==> src/rtl/evt_pkg.sv <==
package evt_pkg;
  localparam int ADDR_W  = 5;
  localparam int BUS_W   = 32;
  localparam logic [ADDR_W-1:0] OFS_EN   = 5'h00;
  localparam logic [ADDR_W-1:0] OFS_RAW  = 5'h04;
  localparam logic [ADDR_W-1:0] OFS_MSK  = 5'h08;
  localparam logic [ADDR_W-1:0] OFS_CLR  = 5'h0C;
  localparam logic [ADDR_W-1:0] OFS_POL  = 5'h10;
  localparam logic [ADDR_W-1:0] OFS_MODE = 5'h14;

  typedef enum logic {MODE_STICKY = 1'b0, MODE_FOLLOW = 1'b1} chan_mode_e;

  // Next value of one raw status bit.
  function automatic logic raw_next(chan_mode_e mode, logic act, logic clr, logic cur);
    if (mode == MODE_FOLLOW) return act;
    if (act)                 return 1'b1;
    if (clr)                 return 1'b0;
    return cur;
  endfunction

  // Qualified level: polarity 0 = active high, 1 = active low.
  function automatic logic qualify(logic lvl, logic pol);
    return lvl ^ pol;
  endfunction
endpackage

==> src/rtl/evt_sync.sv <==
module evt_sync #(
  parameter int N      = 8,
  parameter int STAGES = 2
) (
  input  logic         clk,
  input  logic         rst_n,
  input  logic [N-1:0] d,
  output logic [N-1:0] q
);
  logic [N-1:0] stg [STAGES];

  for (genvar s = 0; s < STAGES; s++) begin : g_stage
    if (s == 0) begin : g_first
      always_ff @(posedge clk or negedge rst_n) begin
        if (!rst_n) stg[s] <= '0;
        else        stg[s] <= d;
      end
    end else begin : g_next
      always_ff @(posedge clk or negedge rst_n) begin
        if (!rst_n) stg[s] <= '0;
        else        stg[s] <= stg[s-1];
      end
    end
  end

  assign q = stg[STAGES-1];
endmodule

==> src/rtl/evt_regs.sv <==
module evt_regs
  import evt_pkg::*;
#(
  parameter int N = 8
) (
  input  logic              clk,
  input  logic              rst_n,
  input  logic              wr,
  input  logic [ADDR_W-1:0] addr,
  input  logic [BUS_W-1:0]  wdata,
  input  logic [N-1:0]      raw,
  input  logic [N-1:0]      msk,
  output logic [N-1:0]      en,
  output logic [N-1:0]      pol,
  output logic [N-1:0]      mode,
  output logic [N-1:0]      clr_hit,
  output logic [BUS_W-1:0]  rdata
);
  localparam int PAD = BUS_W - N;

  logic [N-1:0] wd;
  logic         unused_hi;
  assign wd        = wdata[N-1:0];
  assign unused_hi = ^wdata[BUS_W-1:N];

  always_ff @(posedge clk or negedge rst_n) begin
    if (!rst_n) begin
      en   <= '0;
      pol  <= '0;
      mode <= '0;
    end else if (wr) begin
      if (addr == OFS_EN)   en   <= wd;
      if (addr == OFS_POL)  pol  <= wd;
      if (addr == OFS_MODE) mode <= wd;
    end
  end

  assign clr_hit = (wr && addr == OFS_CLR) ? wd : '0;

  always_comb begin
    unique case (addr)
      OFS_EN:   rdata = {{PAD{1'b0}}, en};
      OFS_RAW:  rdata = {{PAD{1'b0}}, raw};
      OFS_MSK:  rdata = {{PAD{1'b0}}, msk};
      OFS_POL:  rdata = {{PAD{1'b0}}, pol};
      OFS_MODE: rdata = {{PAD{1'b0}}, mode};
      default:  rdata = '0;
    endcase
  end
endmodule

==> src/rtl/evt_latch.sv <==
module evt_latch
  import evt_pkg::*;
#(
  parameter int N = 8
) (
  input  logic         clk,
  input  logic         rst_n,
  input  logic [N-1:0] lvl,
  input  logic [N-1:0] pol,
  input  logic [N-1:0] mode,
  input  logic [N-1:0] clr_hit,
  output logic [N-1:0] act,
  output logic [N-1:0] raw
);
  for (genvar i = 0; i < N; i++) begin : g_ch
    assign act[i] = qualify(lvl[i], pol[i]);
    always_ff @(posedge clk or negedge rst_n) begin
      if (!rst_n) raw[i] <= 1'b0;
      else        raw[i] <= raw_next(chan_mode_e'(mode[i]), act[i], clr_hit[i], raw[i]);
    end
  end
endmodule

==> src/rtl/evt_latch_irq.sv <==
module evt_latch_irq
  import evt_pkg::*;
#(
  parameter int N         = 8,
  parameter int SYNC_DEPTH = 2
) (
  input  logic              clk,
  input  logic              rst_n,
  input  logic [N-1:0]      evt_in,
  input  logic              bus_wr,
  input  logic [ADDR_W-1:0] bus_addr,
  input  logic [BUS_W-1:0]  bus_wdata,
  output logic [BUS_W-1:0]  bus_rdata,
  output logic              irq_out
);
  logic [N-1:0] lvl_s;
  logic [N-1:0] act_vec;
  logic [N-1:0] raw_q;
  logic [N-1:0] msk_vec;
  logic [N-1:0] en_q;
  logic [N-1:0] pol_q;
  logic [N-1:0] mode_q;
  logic [N-1:0] clr_hit;

  evt_sync #(.N(N), .STAGES(SYNC_DEPTH)) u_sync (
    .clk(clk), .rst_n(rst_n), .d(evt_in), .q(lvl_s)
  );

  evt_latch #(.N(N)) u_latch (
    .clk(clk), .rst_n(rst_n), .lvl(lvl_s), .pol(pol_q), .mode(mode_q),
    .clr_hit(clr_hit), .act(act_vec), .raw(raw_q)
  );

  assign msk_vec = raw_q & en_q;
  assign irq_out = |msk_vec;

  evt_regs #(.N(N)) u_regs (
    .clk(clk), .rst_n(rst_n), .wr(bus_wr), .addr(bus_addr), .wdata(bus_wdata),
    .raw(raw_q), .msk(msk_vec), .en(en_q), .pol(pol_q), .mode(mode_q),
    .clr_hit(clr_hit), .rdata(bus_rdata)
  );
endmodule

==> config.mk <==
export PLATFORM = sky130hd
export DESIGN_NAME = evt_latch_irq
export DESIGN_NICKNAME = d
export VERILOG_FILES = /design/src/rtl/evt_pkg.sv /design/src/rtl/evt_sync.sv /design/src/rtl/evt_regs.sv /design/src/rtl/evt_latch.sv /design/src/rtl/evt_latch_irq.sv
export SDC_FILE = /design/constraint.sdc
export NUM_CORES = 1
export LEC_CHECK = 0
export BUFFER_PORTS_ARGS = -buffer_cell sky130_fd_sc_hd__buf_2
export CAP_MARGIN = 20
export CELL_PAD_IN_SITES_DETAIL_PLACEMENT = 1
export CELL_PAD_IN_SITES_GLOBAL_PLACEMENT = 2
export CORE_ASPECT_RATIO = 0.9
export CORE_UTILIZATION = 28
export DETAILED_ROUTE_END_ITERATION = 8
export PLACE_DENSITY_LB_ADDON = 0.1
export SLEW_MARGIN = 20
export SYNTH_ARGS = -nofsm -noshare
export SYNTH_HDL_FRONTEND = slang
export SYNTH_HIERARCHICAL = 1
export SYNTH_SLANG_ARGS = --single-unit
==> constraint.sdc <==
create_clock -name clk -period 4.6 [get_ports clk]
set_input_delay 0.92 -clock clk [delete_from_list [all_inputs] [get_ports clk]]
set_output_delay 0.92 -clock clk [all_outputs]
set_load 0.005 [all_outputs]
==> results.md, run 1 <==
* Area after DPL at roughly 2600 sq um
* Cell mode on critical path: buf_2
* Main synth FF type: dfrtp_1
* Top-count cell post-synth: dfrtp_1
* Vias in the first global route at 1555
* Setup ws final at approximately 1300 ps
* Antenna diodes at 0
* Hold_ws at 353.0 ps
* Layout cells sized above 1 at 0.3222
* Non-filler cells, final at ~360
* CTS root buffer: clkbuf_8
* Number of flops mapped to enable cells by yosys at 0
* Dpl ws at ~1300 ps
* Seq cells post-synth at 48
* Fill count at roughly 950
* Fmax at roughly 310 MHz
* Cts bufs inserted at 5
* Worst-path fanout max at 14
* Placed cell count at 350
* Static Leak at approximately 1.3 nW
* Final min period at 3266 ps
* Worst path cell trace: buf_2, nor3b_4, and2_1, a221o_1, buf_2
* Nets@finish at roughly 290
* Gr ovfl total at 0
* Longest Clk Path Bufs at 2
* Initial core utilization at 0.2881
* Maxcap violations at 0
* Status: finished clean
* Tcrit/Tclk final at 0.7099
* Post-synthesis sequential area ratio at 0.4888
* Worst setup SP type: input port
* Synthesized area at between 2000 and 2500 sq um
* Clock sinks at between 40 and 50
* Initial antenna violation count at 0
* GPL Wtd Cong at 0.6389
* Largest area contributor in the netlist: dfrtp_1
* PwrDens at 383.5 nW/um^2
* Die ar. at 9156 sq um
* Final instance area at ~2700 sq um
* Layout Area Growth over Synthesis at 11.25%
* Max incr delay on CP at 640 ps
* Clk_lat worst skew at about 300 ps
* R2R depth at 2
* Crit-path leading delay family: simple AND/OR/NAND/NOR gates
* Core Footprint at approximately 8500 sq um
* Final ANT Viol Nets at 0
* Tot GR Track Use at 0.1324
* Vias per inst at 4.293
* Critical-path top delay cell: nor3b_4
* Max H-tree Level at 2
* Yosys top cell area share at 0.4888
* Post-CTS Resized at 0
* Post-synth top cells: 48 x dfrtp_1, 34 x buf_4, 25 x mux2_2, 16 x and2_1, 9 x nor2b_1
* Drt pass-1 iters at 4
* Port bufs at 32
* Pin count of the biggest net entering global routing at about 50
* Global-route wire length before repair at around 8800 microns
* Max VDD drop at 0.1627 mV
* CTS tree: done
* Clk pin slew, worst setup/hold paths at roughly 90 ps
* Die H at around 91 microns
* Fin Setup TNS at 0 ps
* Clock Skew at between 1.5 and 2 ps
* DPL Wire Length at 3737 microns
* Setup Fix Bufs, Post-CTS at 0
* Hold Buf Count CTS at 0
* Unrepaired setup endpoints after global routing: no
* Residual DRC at 0
* Mean post-synth cell area at 11.76 sq um
* HP Class: reg -> reg
* Worst Path Required at ~3700 ps
* Asr flop ratio synth at 1.000
* CP Buf/Inv Count at 2
* Crit path DAT at around 2400 ps
* Final Hold Fails at 0
* Worst hold stages at 0
* CP Depth at 5
* Slew HR at 0.5229
* Post-synthesis instance total at around 210
* Via count at 1537
* Die Span X at about 100 microns
* Element type at the critical path end: output port
* Count of cell types in the netlist at 31
* Top post-synthesis cells by area: dfrtp_1 49%, mux2_2 11%, buf_4 10%, and2_1 4.1%, xor2_1 2.9%
* Initial DRC Count at 34
* Worst setup path category: in -> out
* I/O pin count at 81
* WL per Instance at between 15 and 20 microns
* Drt total wl at 5564 microns
* Yosys warning total at 6
* Pin slew with the least headroom to its limit at between 700 and 800 ps
* Setup Viol. Count Final at 0
* Site Rows at 32
* Max-slew violation count at 0
-- per-stage QoR --
step | power (mW) | util
3_3_place_gp | 0.7340 | 0.3063
6_report | 1.048 | 0.3206
4_1_cts | 1.071 | 0.3206
2_1_floorplan | 0.6839 | -
5_1_grt | 1.115 | 0.3206
3_5_place_dp | 0.7374 | 0.3063
-- cells by family (layout without fill, tap and decap cells) --
| family | count (synthesis) | after routing | synth area share |
|---|---|---|---|
| muxes | 29 | 29 | 0.1309 |
| DFF | 48 | 48 | 0.4888 |
| and+or+nand+nor | 57 | 57 | 0.1533 |
| AOI/OAI and AO/OA | 28 | 28 | 0.08554 |
| buffers and inverters | 38 | 45 | 0.1115 |
| xor gates and xnor gates | 8 | 8 | 0.02851 |
| other | 1 | 24 | 0.001526 |
-- final cells by class --
type,instances,area (sq um),area share
clock inverters,2,38.79,0.01419
well taps,119,148.9,0.05446
clock buffers,6,82.58,0.03021
flip-flops and latches,48,1201,0.4394
inverters,1,3.754,0.001373
multi-input cells,146,1069,0.3908
repair buffers,36,190.2,0.06957
-- worst register-to-register path: cells and delay by family, from the launching register on --
family          cells  cell delay [ps]
flops               1              420
compound gates      1              160
xor+xnor            1              170
-- cells in the final DEF (no fill, tap or decap), types with 4 or more instances in the layout --
master	instances
o211ai_1	4
nand3_1	8
and2_1	16
mux2_2	25
nor2_1	8
mux2i_1	4
nor2b_1	9
conb_1	24
a211oi_1	4
clkbuf_8	6
buf_4	4
a21o_1	8
buf_2	32
xor2_1	8
o21ai_0	5
dfrtp_1	48
-- state kept, by name (all words and copies together) (netlist names) --
signal and flops:
u_sync/stg 8, u_sync/q 8, u_regs/mode 8, u_regs/pol 8, u_regs/en 8, u_latch/raw 8
-- final timing paths --
path / from / to / slack [ps]
min reg2reg: u_sync/stg[13]$_DFF_PN0_ / u_sync/q[5]$_DFF_PN0_ / 350
max reg2reg: u_regs/pol[7]$_DFFE_PN0P_ / u_latch/raw[7]$_DFFE_PN0P_ / 3750
min in group asynchronous: rst_n / u_latch/raw[0]$_DFFE_PN0P_ / 700
max: bus_addr[2] / bus_rdata[7] / 1330
max in group asynchronous: rst_n / u_regs/mode[7]$_DFFE_PN0P_ / 3460
min: u_sync/stg[13]$_DFF_PN0_ / u_sync/q[5]$_DFF_PN0_ / 350
-- where the power goes --
group,leakage (nW),internal (mW),switching [mW]
Clock,0.0614,0.178,0.147
Sequential,0.574,0.490,0.0499
Combinational,0.634,0.101,0.0826
Total,1.27,0.769,0.279
-- routing by layer --
metal / GRT usage / vias up / part of all wire
met5: 0 / - / 0
met4: 0.03986 / 0 / 0.011
met3: 0.02941 / 7 / 0.033
met2: 0.2021 / 31 / 0.46
met1: 0.1860 / 767 / 0.49
li1: - / 732 / -
No activity file was read; power rests on OpenSTA's default activity.
==> inputs of run 2 (changes only) <==
- clock period: 4.6 -> 3.2 ns (I/O delays scaled with it)
==> results.md, run 2 (synthesis results as in run 1) <==
* Status: finished clean
* Fin Setup TNS at 0 ps
* CTS root buffer: clkbuf_8
* Reg2reg setup slack at about 2400 ps
* Nets@finish at approximately 290
* I/O pin count at roughly 80
* Tcrit/Tclk final at 0.8405
* Most common cell after layout, fill and taps aside: dfrtp_1
* DPL Wire Length at ~3900 microns
* Worst Path Required at 2560 ps
* Longest Clk Path Bufs at 2
* Final ANT Viol Nets at 0
* Hold_ws at 345.8 ps
* Gr ovfl total at 0
* Hold Buf Count CTS at 0
* Pin slew with the least headroom to its limit at roughly 610 ps
* Worst setup path category: reg -> out
* Setup Fix Bufs, Post-CTS at 0
* Vias in the first global route at between 1500 and 2000
* Clock Skew at between 2 and 3 ps
* Drt total wl at around 5500 microns
* Tot GR Track Use at 0.1318
* Via count at 1554
* PwrDens at about 560 nW/um^2
* Final Hold Fails at 0
* Clk_lat worst skew at slightly below 300 ps
* Max VDD drop at roughly 0.17 mV
* Non-filler cells, final at between 300 and 400
* Dpl ws at about 510 ps
* Initial DRC Count at 35
* Placed cell count at about 350
* Commonest non-fill, non-tap cells in the layout: 48 x dfrtp_1, 32 x buf_2, 25 x mux2_2, 24 x conb_1, 16 x and2_1
* Worst setup SP type: flop
* CTS tree: done
* Residual DRC at 0
* Clk pin slew, worst setup/hold paths at ~90 ps
* Crit path DAT at ~2100 ps
* HP Class: in -> async
* Site Rows at 32
* Setup Viol. Count Final at 0
* Element type at the critical path end: output port
* Setup ws final at a little over 500 ps
* Max-slew violation count at 0
* Port bufs at 32
* Static Leak at between 1 and 1.5 nW
* Unrepaired setup endpoints after global routing: no
* Global-route wire length before repair at roughly 8700 microns
* GPL Wtd Cong at 0.6430
* Die Span X at approximately 100 microns
* Core Footprint at roughly 8500 sq um
* Layout cells sized above 1 at 0.3222
* Slew HR at 0.5950
* Die ar. at around 9200 sq um
* Worst-path fanout max at 3
* Die H at approximately 91 microns
* Layout Area Growth over Synthesis at 11.86%
* Post-layout util at 0.3223
* Drt pass-1 iters at 4
* Maxcap violations at 0
* WL per Instance at 15.42 microns
* Clock sinks at between 40 and 50
* Initial antenna violation count at 0
* Max H-tree Level at 2
* Post-CTS Resized at 0
* Vias per inst at ~4.3
* Pin count of the biggest net entering global routing at 26
* Cts bufs inserted at 5
* Antenna diodes at 0
* Final min period at about 2700 ps
* Fmax at 371.8 MHz
* Initial core utilization at 0.2881
==> run 2: final cells by class <==
cell class / count / area [sq um]
clock buffer: 5 / 68.82
clock inverter: 2 / 60.06
fill: 957 / 5779
inverter: 1 / 3.754
multi-input combinational: 146 / 1069
sequential: 48 / 1201
tap: 119 / 148.9
timing repair buffer: 37 / 197.7
==> run 2: final timing paths <==
check                                            from  cells past startpoint                          to
min reg2reg                  u_sync/stg[10]$_DFF_PN0_                      0       u_sync/q[2]$_DFF_PN0_
max reg2reg                 u_regs/pol[2]$_DFFE_PN0P_                      2  u_latch/raw[2]$_DFFE_PN0P_
min in group clk             u_sync/stg[10]$_DFF_PN0_                      0       u_sync/q[2]$_DFF_PN0_
max in group asynchronous                       rst_n                      2  u_latch/raw[2]$_DFFE_PN0P_
min                                             rst_n                      1   u_regs/pol[0]$_DFFE_PN0P_
max                        u_latch/raw[3]$_DFFE_PN0P_                      4                     irq_out
==> run 2: per-layer routing <==
layer | GRT usage | vias up | wire length (microns)
li1 | - | 736 | -
met1 | 0.1827 | 787 | 2698
met2 | 0.2043 | 29 | 2613
met3 | 0.02864 | 2 | 170
met4 | 0.03986 | 0 | 38
met5 | 0 | - | 0
==> run 2: worst max-delay path, stage by stage (launching register included) <==
cell and delay (ps):
dfrtp_1 410, and2_4 170, or4_1 530, or4_1 500, buf_2 150
==> run 2: power by group <==
part / internal [mW] / switching [mW]
Clock: 0.308 / 0.197
Combinational: 0.146 / 0.119
Sequential: 0.704 / 0.0734
==> run 2: metrics by stage <==
step	power, mW	area [sq um]
6_report	1.548	2749
5_1_grt	1.646	2749
4_1_cts	1.585	2749
3_5_place_dp	1.064	2620
3_3_place_gp	1.056	2620
2_1_floorplan	0.9830	2544
